--- config.mk ---
export PLATFORM = sky130hd
export DESIGN_NAME = spi_split_master
export DESIGN_NICKNAME = d
export VERILOG_FILES = /design/src/rtl/spi_ssm_pkg.sv /design/src/rtl/spi_ssm_cfg.sv /design/src/rtl/spi_ssm_halfcnt.sv /design/src/rtl/spi_ssm_engine.sv /design/src/rtl/spi_split_master.sv
export SDC_FILE = /design/constraint.sdc
export NUM_CORES = 1
export LEC_CHECK = 0
export CORE_UTILIZATION = 55
export DETAILED_ROUTE_END_ITERATION = 10
export HOLD_SLACK_MARGIN = 0.12
export PLACE_DENSITY = 0.77
export SYNTH_ARGS = -nofsm -noshare
export SYNTH_HDL_FRONTEND = slang
export SYNTH_SLANG_ARGS = --single-unit
--- constraint.sdc ---
create_clock -name clk -period 10.35 [get_ports clk]
set_input_delay 1.035 -clock clk [delete_from_list [all_inputs] [get_ports clk]]
set_output_delay 1.035 -clock clk [all_outputs]
set_load 0.02 [all_outputs]
--- src/rtl/spi_ssm_pkg.sv ---
`timescale 1ns/1ps
package spi_ssm_pkg;

    // Mode flags, packed so that bit 0 is offline and bit 5 is half-duplex
    typedef struct packed {
        logic half_duplex;
        logic lsb_first;
        logic cpha;
        logic cpol;
        logic cs_pol;
        logic offline;
    } spi_flags_t;

    typedef enum logic [1:0] {
        SEL_FLAGS = 2'd0,
        SEL_DIV   = 2'd1,
        SEL_SHAPE = 2'd2,
        SEL_DATA  = 2'd3
    } spi_sel_e;

    typedef enum logic [1:0] {
        ST_IDLE  = 2'd0,
        ST_SETUP = 2'd1,
        ST_BITS  = 2'd2,
        ST_HOLD  = 2'd3
    } spi_state_e;

endpackage

--- src/rtl/spi_ssm_cfg.sv ---
`timescale 1ns/1ps
module spi_ssm_cfg
    import spi_ssm_pkg::*;
#(
    parameter int NCS      = 4,
    parameter int DIV_W    = 8,
    parameter int DATA_W   = 32,
    parameter int LEN_W    = 6,
    parameter int RST_WDIV = 24,
    parameter int RST_RDIV = 64
) (
    input  logic              clk,
    input  logic              rst_n,
    input  logic              cmd_valid,
    input  logic [1:0]        cmd_sel,
    input  logic [DATA_W-1:0] cmd_data,
    input  logic              busy,
    output spi_flags_t        flags_o,
    output logic [DIV_W-1:0]  wdiv_o,
    output logic [DIV_W-1:0]  rdiv_o,
    output logic [NCS-1:0]    cs_sel_o,
    output logic [LEN_W-1:0]  wlen_o,
    output logic [LEN_W-1:0]  rlen_o,
    output logic              start_o
);

    localparam logic [LEN_W-1:0] LEN_MAX = LEN_W'(DATA_W);

    typedef struct packed {
        spi_flags_t       flags;
        logic [DIV_W-1:0] wdiv;
        logic [DIV_W-1:0] rdiv;
        logic [NCS-1:0]   cs;
        logic [LEN_W-1:0] wlen;
        logic [LEN_W-1:0] rlen;
    } cfg_t;

    cfg_t cfg_d, cfg_q;

    logic             accept;
    logic [DIV_W-1:0] wdiv_in, rdiv_in;
    logic [LEN_W-1:0] wlen_in, rlen_in;
    logic             unused_cmd;

    function automatic logic [DIV_W-1:0] clamp_div(input logic [DIV_W-1:0] v);
        return (v == '0) ? DIV_W'(1) : v;
    endfunction

    function automatic logic [LEN_W-1:0] sat_len(input logic [LEN_W-1:0] v);
        return (v > LEN_MAX) ? LEN_MAX : v;
    endfunction

    assign accept     = cmd_valid && !busy;
    assign wdiv_in    = cmd_data[0 +: DIV_W];
    assign rdiv_in    = cmd_data[16 +: DIV_W];
    assign wlen_in    = cmd_data[8 +: LEN_W];
    assign rlen_in    = cmd_data[16 +: LEN_W];
    assign unused_cmd = ^cmd_data;

    always_comb begin
        cfg_d = cfg_q;
        if (accept) begin
            case (spi_sel_e'(cmd_sel))
                SEL_FLAGS: cfg_d.flags = spi_flags_t'(cmd_data[5:0]);
                SEL_DIV: begin
                    cfg_d.wdiv = clamp_div(wdiv_in);
                    cfg_d.rdiv = clamp_div(rdiv_in);
                end
                SEL_SHAPE: begin
                    cfg_d.cs   = cmd_data[NCS-1:0];
                    cfg_d.wlen = sat_len(wlen_in);
                    cfg_d.rlen = sat_len(rlen_in);
                end
                default: ;
            endcase
        end
    end

    always_ff @(posedge clk) begin
        if (!rst_n) begin
            cfg_q      <= '0;
            cfg_q.wdiv <= DIV_W'(RST_WDIV);
            cfg_q.rdiv <= DIV_W'(RST_RDIV);
        end else begin
            cfg_q <= cfg_d;
        end
    end

    assign start_o  = accept && (spi_sel_e'(cmd_sel) == SEL_DATA) && !cfg_q.flags.offline;
    assign flags_o  = cfg_q.flags;
    assign wdiv_o   = cfg_q.wdiv;
    assign rdiv_o   = cfg_q.rdiv;
    assign cs_sel_o = cfg_q.cs;
    assign wlen_o   = cfg_q.wlen;
    assign rlen_o   = cfg_q.rlen;

endmodule

--- src/rtl/spi_ssm_halfcnt.sv ---
`timescale 1ns/1ps
module spi_ssm_halfcnt #(
    parameter int DIV_W = 8
) (
    input  logic             clk,
    input  logic             rst_n,
    input  logic             load,
    input  logic [DIV_W-1:0] div,
    output logic             tick
);

    logic [DIV_W-1:0] cnt_d, cnt_q;

    always_comb begin
        cnt_d = cnt_q;
        if (load)
            cnt_d = div - DIV_W'(1);
        else if (cnt_q != '0)
            cnt_d = cnt_q - DIV_W'(1);
    end

    always_ff @(posedge clk) begin
        if (!rst_n) cnt_q <= '0;
        else        cnt_q <= cnt_d;
    end

    // last cycle of the current half-period
    assign tick = (cnt_q == '0);

endmodule

--- src/rtl/spi_ssm_engine.sv ---
`timescale 1ns/1ps
module spi_ssm_engine
    import spi_ssm_pkg::*;
#(
    parameter int DATA_W = 32,
    parameter int DIV_W  = 8,
    parameter int LEN_W  = 6
) (
    input  logic              clk,
    input  logic              rst_n,
    input  logic              start,
    input  logic [DATA_W-1:0] data,
    input  spi_flags_t        flags,
    input  logic [DIV_W-1:0]  wdiv,
    input  logic [DIV_W-1:0]  rdiv,
    input  logic [LEN_W-1:0]  wlen,
    input  logic [LEN_W-1:0]  rlen,
    input  logic              miso,
    input  logic              mosi_i,
    input  logic              tick,
    output logic              load,
    output logic [DIV_W-1:0]  ld_div,
    output logic              busy,
    output logic              sclk,
    output logic              mosi_o,
    output logic              mosi_oe,
    output logic [DATA_W-1:0] rd_data,
    output logic              rd_valid
);

    localparam int CNT_W = LEN_W + 1;
    localparam int IDX_W = $clog2(DATA_W);

    typedef struct packed {
        spi_state_e        st;
        logic              half;
        logic [CNT_W-1:0]  bitc;
        logic [DATA_W-1:0] sh;
        logic [DATA_W-1:0] rx;
        logic [DATA_W-1:0] rd_data;
        logic              rd_valid;
    } eng_t;

    eng_t eng_d, eng_q;

    logic [CNT_W-1:0] wlen_x, total, bitc_nx;
    logic             in_wr, nx_wr, rx_bit;
    logic [IDX_W-1:0] ridx;
    logic             unused_flags;

    assign wlen_x       = CNT_W'(wlen);
    assign total        = wlen_x + CNT_W'(rlen);
    assign bitc_nx      = eng_q.bitc + CNT_W'(1);
    assign in_wr        = eng_q.bitc < wlen_x;
    assign nx_wr        = bitc_nx < wlen_x;
    assign ridx         = IDX_W'(eng_q.bitc - wlen_x);
    assign rx_bit       = flags.half_duplex ? mosi_i : miso;
    assign unused_flags = flags.offline ^ flags.cs_pol;

    always_comb begin
        eng_d          = eng_q;
        eng_d.rd_valid = 1'b0;
        load           = 1'b0;
        ld_div         = wdiv;
        case (eng_q.st)
            ST_IDLE: begin
                if (start) begin
                    eng_d.st = ST_SETUP;
                    eng_d.sh = data;
                    eng_d.rx = '0;
                    load     = 1'b1;
                end
            end
            ST_SETUP: begin
                if (tick) begin
                    load = 1'b1;
                    if (total == '0) begin
                        eng_d.st = ST_HOLD;
                    end else begin
                        eng_d.st   = ST_BITS;
                        eng_d.half = 1'b0;
                        eng_d.bitc = '0;
                        ld_div     = (wlen_x != '0) ? wdiv : rdiv;
                    end
                end
            end
            ST_BITS: begin
                if (tick) begin
                    load = 1'b1;
                    if (!eng_q.half) begin
                        // sampling edge: middle of the bit
                        eng_d.half = 1'b1;
                        ld_div     = in_wr ? wdiv : rdiv;
                        if (!in_wr) begin
                            if (flags.lsb_first) eng_d.rx[ridx] = rx_bit;
                            else                 eng_d.rx = {eng_q.rx[DATA_W-2:0], rx_bit};
                        end
                    end else begin
                        eng_d.half = 1'b0;
                        eng_d.bitc = bitc_nx;
                        eng_d.sh   = flags.lsb_first ? (eng_q.sh >> 1) : (eng_q.sh << 1);
                        if (bitc_nx == total) begin
                            eng_d.st = ST_HOLD;
                        end else begin
                            ld_div = nx_wr ? wdiv : rdiv;
                        end
                    end
                end
            end
            default: begin
                if (tick) begin
                    eng_d.st       = ST_IDLE;
                    eng_d.rd_data  = eng_q.rx;
                    eng_d.rd_valid = (rlen != '0);
                end
            end
        endcase
    end

    always_ff @(posedge clk) begin
        if (!rst_n) eng_q <= '0;
        else        eng_q <= eng_d;
    end

    assign busy     = (eng_q.st != ST_IDLE);
    assign sclk     = (eng_q.st == ST_BITS) ? (flags.cpol ^ flags.cpha ^ eng_q.half) : flags.cpol;
    assign mosi_o   = (eng_q.st == ST_BITS && in_wr)
                    ? (flags.lsb_first ? eng_q.sh[0] : eng_q.sh[DATA_W-1]) : 1'b0;
    assign mosi_oe  = !(flags.half_duplex && eng_q.st == ST_BITS && !in_wr);
    assign rd_data  = eng_q.rd_data;
    assign rd_valid = eng_q.rd_valid;

endmodule

--- src/rtl/spi_split_master.sv ---
`timescale 1ns/1ps
module spi_split_master
    import spi_ssm_pkg::*;
#(
    parameter int NCS      = 4,
    parameter int DIV_W    = 8,
    parameter int DATA_W   = 32,
    parameter int RST_WDIV = 24,
    parameter int RST_RDIV = 64
) (
    input  logic              clk,
    input  logic              rst_n,
    input  logic              cmd_valid,
    input  logic [1:0]        cmd_sel,
    input  logic [DATA_W-1:0] cmd_data,
    output logic              busy,
    output logic              sclk,
    output logic              mosi_o,
    output logic              mosi_oe,
    input  logic              mosi_i,
    input  logic              miso,
    output logic [NCS-1:0]    cs_o,
    output logic [DATA_W-1:0] rd_data,
    output logic              rd_valid
);

    localparam int LEN_W = $clog2(DATA_W + 1);

    spi_flags_t       cfg_flags;
    logic [DIV_W-1:0] cfg_wdiv, cfg_rdiv, ld_div;
    logic [NCS-1:0]   cfg_cs;
    logic [LEN_W-1:0] cfg_wlen, cfg_rlen;
    logic             start, load, tick;

    spi_ssm_cfg #(
        .NCS(NCS), .DIV_W(DIV_W), .DATA_W(DATA_W), .LEN_W(LEN_W),
        .RST_WDIV(RST_WDIV), .RST_RDIV(RST_RDIV)
    ) u_cfg (
        .clk(clk), .rst_n(rst_n), .cmd_valid(cmd_valid), .cmd_sel(cmd_sel),
        .cmd_data(cmd_data), .busy(busy), .flags_o(cfg_flags),
        .wdiv_o(cfg_wdiv), .rdiv_o(cfg_rdiv), .cs_sel_o(cfg_cs),
        .wlen_o(cfg_wlen), .rlen_o(cfg_rlen), .start_o(start)
    );

    spi_ssm_halfcnt #(.DIV_W(DIV_W)) u_cnt (
        .clk(clk), .rst_n(rst_n), .load(load), .div(ld_div), .tick(tick)
    );

    spi_ssm_engine #(.DATA_W(DATA_W), .DIV_W(DIV_W), .LEN_W(LEN_W)) u_eng (
        .clk(clk), .rst_n(rst_n), .start(start), .data(cmd_data),
        .flags(cfg_flags), .wdiv(cfg_wdiv), .rdiv(cfg_rdiv),
        .wlen(cfg_wlen), .rlen(cfg_rlen), .miso(miso), .mosi_i(mosi_i),
        .tick(tick), .load(load), .ld_div(ld_div), .busy(busy), .sclk(sclk),
        .mosi_o(mosi_o), .mosi_oe(mosi_oe), .rd_data(rd_data), .rd_valid(rd_valid)
    );

    // one driver per chip-select line
    for (genvar i = 0; i < NCS; i++) begin : g_cs
        assign cs_o[i] = busy ? (cfg_cs[i] ~^ cfg_flags.cs_pol) : ~cfg_flags.cs_pol;
    end

endmodule

After elaboration in Yosys (flattened, before gate mapping)

Index checks and enable logic that the tools add are counted.

Add/subtract/negate cells: 5
Multiply operators: 0
Divide/modulo/power cells: 0
Magnitude comparators: 6
Equal/unequal tests: 14
Shift operators: 0
Mux-type cells: 47
Bitwise gates (word level): 10
Reduce and logical (&&, ||, !) cells: 37

Operators with widths:

| kind                                             | number |
|---|---|
| 2-to-1 mux 32 bit                                | 4 |
| case mux 64 bit (2 select lines)                 | 1 |
| 2-to-1 mux 8 bit                                 | 13 |
| 2-to-1 mux 74 bit                                | 1 |
| 2-to-1 mux 64 bit                                | 1 |
| 2-to-1 mux 39 bit                                | 1 |
| bitwise mux 32 bit                               | 1 |
| case mux 8 bit (2 select lines)                  | 2 |
| logical NOT 8 bit                                | 3 |
| subtractor 8 x 1 -> 8 bit, second input constant | 2 |
| less-than comparator 7 x 6 -> 1 bit              | 2 |
| 2-to-1 mux 1 bit                                 | 13 |
| > comparator 6 bit, second input constant        | 2 |
| 2-to-1 mux 6 bit                                 | 2 |
| != test 2 bit, second input constant             | 6 |
| 2-to-1 mux 10 bit                                | 1 |
| AND reduction 5 bit                              | 2 |
| nonzero test 2 bit                               | 5 |
| 2-to-1 mux 2 bit                                 | 4 |
| AND reduction 2 bit                              | 4 |
| AND reduction 4 bit                              | 2 |
| nonzero test 8 bit                               | 1 |
| adder 6 x 6 -> 7 bit                             | 1 |
| adder 7 x 1 -> 7 bit, second input constant      | 1 |
| other kinds (23)                                 | 44 |

Register bits after elaboration: 153
Bits in latches: 0
Bits in writable memories: 0
Memory bits (read-only): 0
Input port bits: 39
Output and inout port bits: 41
Word-level logic and storage cells: 138
Memories kept: 0

Depth between registers and ports, before layout

Word-level depth: 11
Depth in mapped cells: 17
Depth with buffers taken out: 17

Hierarchy

Synthesis repeated with hierarchy kept, for this count alone.

Cell total of the unflattened synthesis: 1108
Area, all modules: 8705.8 um^2

By module, submodules not included:

| module           | instances | cells each | area an instance (um^2) | seq. area each (um^2) |
|---|---|---|---|---|
| spi_ssm_engine   | 1         | 870        | 6622.6                  | 2142.1 |
| spi_ssm_cfg      | 1         | 176        | 1536.5                  | 760.7 |
| spi_ssm_halfcnt  | 1         | 54         | 496.7                   | 160.2 |
| spi_split_master | 1         | 8          | 50.0                    | 0.0 |

Worst setup path after synthesis

No wires, ideal clock.

Path type: register -> register
From: register u_eng.eng_q[97] in the netlist's numbering
To: register u_cnt.cnt_q[7]
Library setup time: 0.072 ns
Arrival time: 3.498 ns
Required time: 10.278 ns
Path slack: 6.780 ns
Cell stages (with the launch flop): 15
Buffers on the path: 0
Period minus slack after synthesis: 3.570 ns
Path through: dfxtp_1 > ha_1 > nand3_1 > xor2_1 > inv_1 > ha_1 > o21ai_0 > a21oi_1 > o311a_1 > a221oi_2 > nand2_2 > a311oi_1 > nand3_1 > or4_1 > a21oi_1

Cells in the longest elaborated chain, start to end: 9
Elaborated cells on any way between the ends: 12
Classes of those cells: 2 x add/sub; 2 x order compare; 1 x eq/ne; 7 x mux

Ends and longest elaborated chain:

| item                                | RTL line              | RTL |
|---|---|---|
| start: declaration                  | spi_ssm_engine.sv:44  | `eng_t eng_d, eng_q;` |
| start signal: assignment            | spi_ssm_engine.sv:122 | `else eng_q <= eng_d;` |
| adder 7 x 1 -> 7 bit                | spi_ssm_engine.sv:53  | `assign bitc_nx = eng_q.bitc + CNT_W'(1);` |
| less-than comparator 7 x 6 -> 1 bit | spi_ssm_engine.sv:55  | `assign nx_wr = bitc_nx < wlen_x;` |
| 2-to-1 mux 8 bit                    | spi_ssm_engine.sv:105 | `ld_div = nx_wr ? wdiv : rdiv;` |
| 2-to-1 mux 8 bit                    | spi_ssm_engine.sv:102 | `if (bitc_nx == total) begin` |
| 2-to-1 mux 8 bit *                  | spi_ssm_engine.sv:90  | `if (!eng_q.half) begin` |
| 2-to-1 mux 8 bit *                  | spi_ssm_engine.sv:88  | `if (tick) begin` |
| case mux 8 bit (2 select lines) *   | spi_ssm_engine.sv:65  | `case (eng_q.st)` |
| subtractor 8 x 1 -> 8 bit *         | spi_ssm_halfcnt.sv:17 | `cnt_d = div - DIV_W'(1);` |
| 2-to-1 mux 8 bit *                  | spi_ssm_halfcnt.sv:16 | `if (load)` |
| end signal: assignment              | spi_ssm_halfcnt.sv:24 | `else cnt_q <= cnt_d;` |
| end: declaration                    | spi_ssm_halfcnt.sv:12 | `logic [DIV_W-1:0] cnt_d, cnt_q;` |

Every way passes the cells marked *; elsewhere a longest branch is shown, timed or not.
A chain may end at the register's enable or synchronous reset.

Worst setup path after layout

From: input cmd_valid
To: register u_cnt.cnt_q[6]

Cells in the longest elaborated chain, start to end: 6
Elaborated cells on any way between the ends: 7
Classes of those cells: 3 x mux; 4 x reduce/logical

Ends and longest elaborated chain:

| item                                                          | RTL line               | RTL |
|---|---|---|
| start: declaration                                            | spi_split_master.sv:13 | `input logic cmd_valid,` |
| logical AND 1 bit *                                           | spi_ssm_cfg.sv:53      | `assign accept = cmd_valid && !busy;` |
| logical AND 1 bit * (2 in series)                             | spi_ssm_cfg.sv:89      | `assign start_o = accept && (spi_sel_e'(cmd_sel) == SEL_DATA) && !cfg_q.flags.offline;` |
| 2-to-1 mux 1 bit *                                            | spi_ssm_engine.sv:67   | `if (start) begin` |
| case mux 1 bit (2 select lines) *                             | spi_ssm_engine.sv:65   |  |
| 2-to-1 mux 8 bit / nonzero test 2 bit (equally long branches) | --                     |  |

Marked as above.

==> flow_summary.json <==
{
  "drt_iter0_drc": 684,
  "power_frac_seq_pct": 39.3,
  "relSlewSlack_pct": 25.4,
  "r2r-start": "u_eng.eng_q[105]",
  "yosysTopAreaCell": "dfxtp_1",
  "hold_depth": 2,
  "place_congestion": 0.907,
  "synthXorXnorAreaFrac_pct": 2.73,
  "cts_root_buf": "clkbuf_16",
  "routed_wirelength_um": 22200,
  "synth-edff-count": 0,
  "grt.busiest_layer": "met2",
  "syn_area_per_cell_um2": 8.07,
  "ys_types": 68,
  "vdd_ir_drop_max_v": 0.000141,
  "synthAdderAreaFrac_pct": 3.99,
  "core_area_um2": 15400,
  "drc": 0,
  "power_per_cell_area_nw_per_um2": 176,
  "tightest_slew_ns": 1.12,
  "numPortBuffers": 79,
  "hold_viol": 0,
  "cts_tree": "yes",
  "use_met2_pct": 41.5,
  "num_rows": 45,
  "synth_compound_area_share_pct": 26.7,
  "path_cells": "clkdlybuf4s50_1, nand2_1, or3_1, a21oi_1, o311a_1, or4b_2, a21boi_1, a311oi_1, ha_1, nand4_1, xor2_1, nor2_1",
  "ctsHoldBuffers": 0,
  "die_y_um": 129,
  "wire_per_inst_um": 16.8,
  "clkTransAtPathRegs_ns": 0.06,
  "ys_seq_area_share_pct": 34.7,
  "skew_ns": 0.00716,
  "swShare_pct": 32.0,
  "synthArstFlopShare_pct": 0,
  "combPwrFrac_pct": 25.3,
  "dr.pass1.iters": 7,
  "critPathTopFamily": "compound AO/OA/AOI/OAI gates",
  "clock_power_share_pct": 35.4,
  "drive_gt1_share_pct": 5.05,
  "clock_sinks": 153,
  "synth.area.top_cells": "dfxtp_1 (35%), nand2_1 (9.6%), a21boi_0 (7.1%), mux2i_1 (4.3%), a21oi_1 (4.0%)",
  "end_kind": "flop",
  "rsz0062_at_grt": "no",
  "synthSimpleGateAreaFrac_pct": 21.1,
  "cp_slowest_cell": "a21oi_1",
  "period_needed_ns": 4.47,
  "diodes": 0,
  "clockBufferDepth": 2,
  "path_buf_inv": 1,
  "netlist_area_um2": 8830,
  "crit_cells": 12,
  "worst_setup_path_start_kind": "input port",
  "pin_count": 80,
  "slew_violations": 0,
  "cp_slowest_stage_delay_ns": 0.80,
  "switching_power_w": 0.000563,
  "reg2reg_depth": 13,
  "grtUsageMet3_pct": 5.41,
  "initial_utilization_pct": 57.3,
  "cts_buffers": 17,
  "clock.fmax_mhz": 223,
  "finalNetCount": 1164,
  "synth_mux_area_share_pct": 4.31,
  "cp-startpoint": "cmd_valid",
  "grt_max_degree": 88,
  "hold_path_class": "flop to flop",
  "antenna_found_initial": 0,
  "crit_fanout": 12,
  "postCtsResizedCells": 0,
  "dpl.cell_count": 1290,
  "synthesis.nets": 1160,
  "dieArea_um2": 16600,
  "synth-warning-count": 0,
  "internal_power_w": 0.00120,
  "yosysTopAreaCellShare_pct": 34.7,
  "gr-usage-all-layers_pct": 27.7,
  "fin_tns_setup_ns": 0,
  "dpl.hpwl_um": 15300,
  "via_per_inst": 5.92,
  "synth-seq-cells": 153,
  "die_w_um": 129,
  "fin_crit_sh_pct": 43.2,
  "grtUsageMet1_pct": 39.9,
  "stdcell_count": 1319,
  "synth_top_family_by_area": "compound AO/OA/AOI/OAI gates",
  "drt.antenna.violating_nets": 0,
  "path_class": "input port to flop",
  "leakagePower_nw": 3.82,
  "cap_viol_max_count": 0,
  "grt_overflow": 0,
  "post_cts_buffers": 0,
  "arrival_ns": 4.77,
  "clock_latency_ns": 0.43,
  "vias": 7805,
  "grt_pass1_vias": 7041,
  "cts-htree-levels": 4,
  "min_from": "u_eng.rd_data[6]",
  "synth_flop_cell": "dfxtp_1",
  "status": "finished, final reports clean",
  "crit_required_ns": 10.65,
  "syn-instance-count": 1094,
  "setup_violations": 0,
  "syn_to_final_growth_pct": 13.5,
  "grt_pass1_wl_um": 36100
}
[area by class of cell]
cell class | count | area [um^2]
clock buffers | 21 | 450
well taps | 211 | 264
inverters | 18 | 67.6
clock inverters | 8 | 124
multi-input cells | 821 | 5210
repair buffers | 87 | 848
flip-flops and latches | 153 | 3060
fillers | 1355 | 5400
[Yosys cell counts, types with 4 or more instances]
cell type,n
nand3_1,14
mux2i_1,38
nor3_1,11
or4_1,4
and2_1,8
nor2b_1,29
o21ai_1,5
a22oi_1,31
o21a_1,4
o31ai_1,4
a311oi_1,4
nand2b_1,5
xor2_1,12
ha_1,25
buf_4,32
and3_1,5
a21boi_0,83
o211a_1,35
a21oi_1,70
dfxtp_1,153
nand2_1,227
clkbuf_1,58
nor2_1,65
a211oi_1,4
inv_1,18
nor3b_1,12
o211ai_1,38
xnor2_1,13
a21o_1,5
buf_1,9
o21ai_0,16
or3_1,4
[per-layer routing]
layer	vias up	wire, um
li1	3829	-
met1	3693	10600
met2	252	9900
met3	31	1390
met4	0	355
met5	-	0
[worst register-to-register path, stage by stage (launching register included)]
cell and delay, ns:
dfxtp_1 0.35, inv_1 0.10, ha_1 0.43, nand2_1 0.20, or3_1 0.44, a21oi_1 0.80, o311a_1 0.33, or4b_2 0.69
a21boi_1 0.17, a311oi_1 0.10, ha_1 0.33, nand4_1 0.10, xor2_1 0.15, nor2_1 0.05
[layout by cell type, fill, tap and decap left out, types with 31 or more instances in the layout]
master / count
nor2_1: 63
a21oi_1: 70
a22oi_1: 31
dfxtp_1: 152
nand2_1: 227
o211ai_1: 38
mux2i_1: 38
o211a_1: 35
clkdlybuf4s50_1: 78
a21boi_0: 83
[worst paths after layout]
| check | to | slack (ns) |
|---|---|---|
| worst max-delay path | u_cnt.cnt_q[6] | 5.88 |
| worst min-delay path | u_eng.rd_data[6] | 0.46 |
| worst max register to register | u_cnt.cnt_q[6] | 5.98 |
| worst min register to register | u_eng.rd_data[6] | 0.46 |
[cells by family after synthesis]
family,count (synthesis)
and+or+nand+nor,405
AOI/OAI and AO/OA,325
DFF,153
buffers and inverters,120
muxes,38
adders and majority gates,27
xor gates and xnor gates,26
[state kept, by name, indices dropped and copies added, names as in the netlist]
signal / cells
u_cfg.rlen_o: 6
u_eng.rd_data: 32
u_cfg.wlen_o: 6
u_eng.eng_q: 74
u_eng.rd_valid: 1
u_cfg.flags_o: 6
u_cnt.cnt_q: 8
u_cfg.rdiv_o: 8
u_cfg.cs_sel_o: 4
u_cfg.wdiv_o: 8
[stage by stage]
| step | power [W] | area [um^2] | utilization [%] | hold slack (ns) | setup slack (ns) |
|---|---|---|---|---|---|
| final | 0.00176 | 10000 | 65.0 | 0.459 | 5.88 |
| after global routing | 0.00185 | 10000 | 65.0 | 0.484 | 5.75 |
| after CTS | 0.00176 | 10000 | 65.0 | 0.465 | 5.97 |
| after detailed placement | 0.00114 | 9450 | 61.3 | 0.457 | 5.54 |
| after global placement | 0.00113 | 9450 | 61.3 | 0.449 | 5.64 |
| after floorplan | 0.00102 | 8830 | - | 0.439 | 6.78 |
[power by group through the flow]
| stage | clock [W] | sequential, W | combinational, W |
|---|---|---|---|
| global route | 0.000661 | 0.000697 | 0.000490 |
| detailed placement | 0 | 0.000704 | 0.000436 |
| global placement | 0 | 0.000703 | 0.000428 |
| floorplan | 0 | 0.000684 | 0.000338 |
| CTS | 0.000630 | 0.000691 | 0.000440 |
| finish | 0.000624 | 0.000693 | 0.000445 |
(Power assumes the default switching activity.)
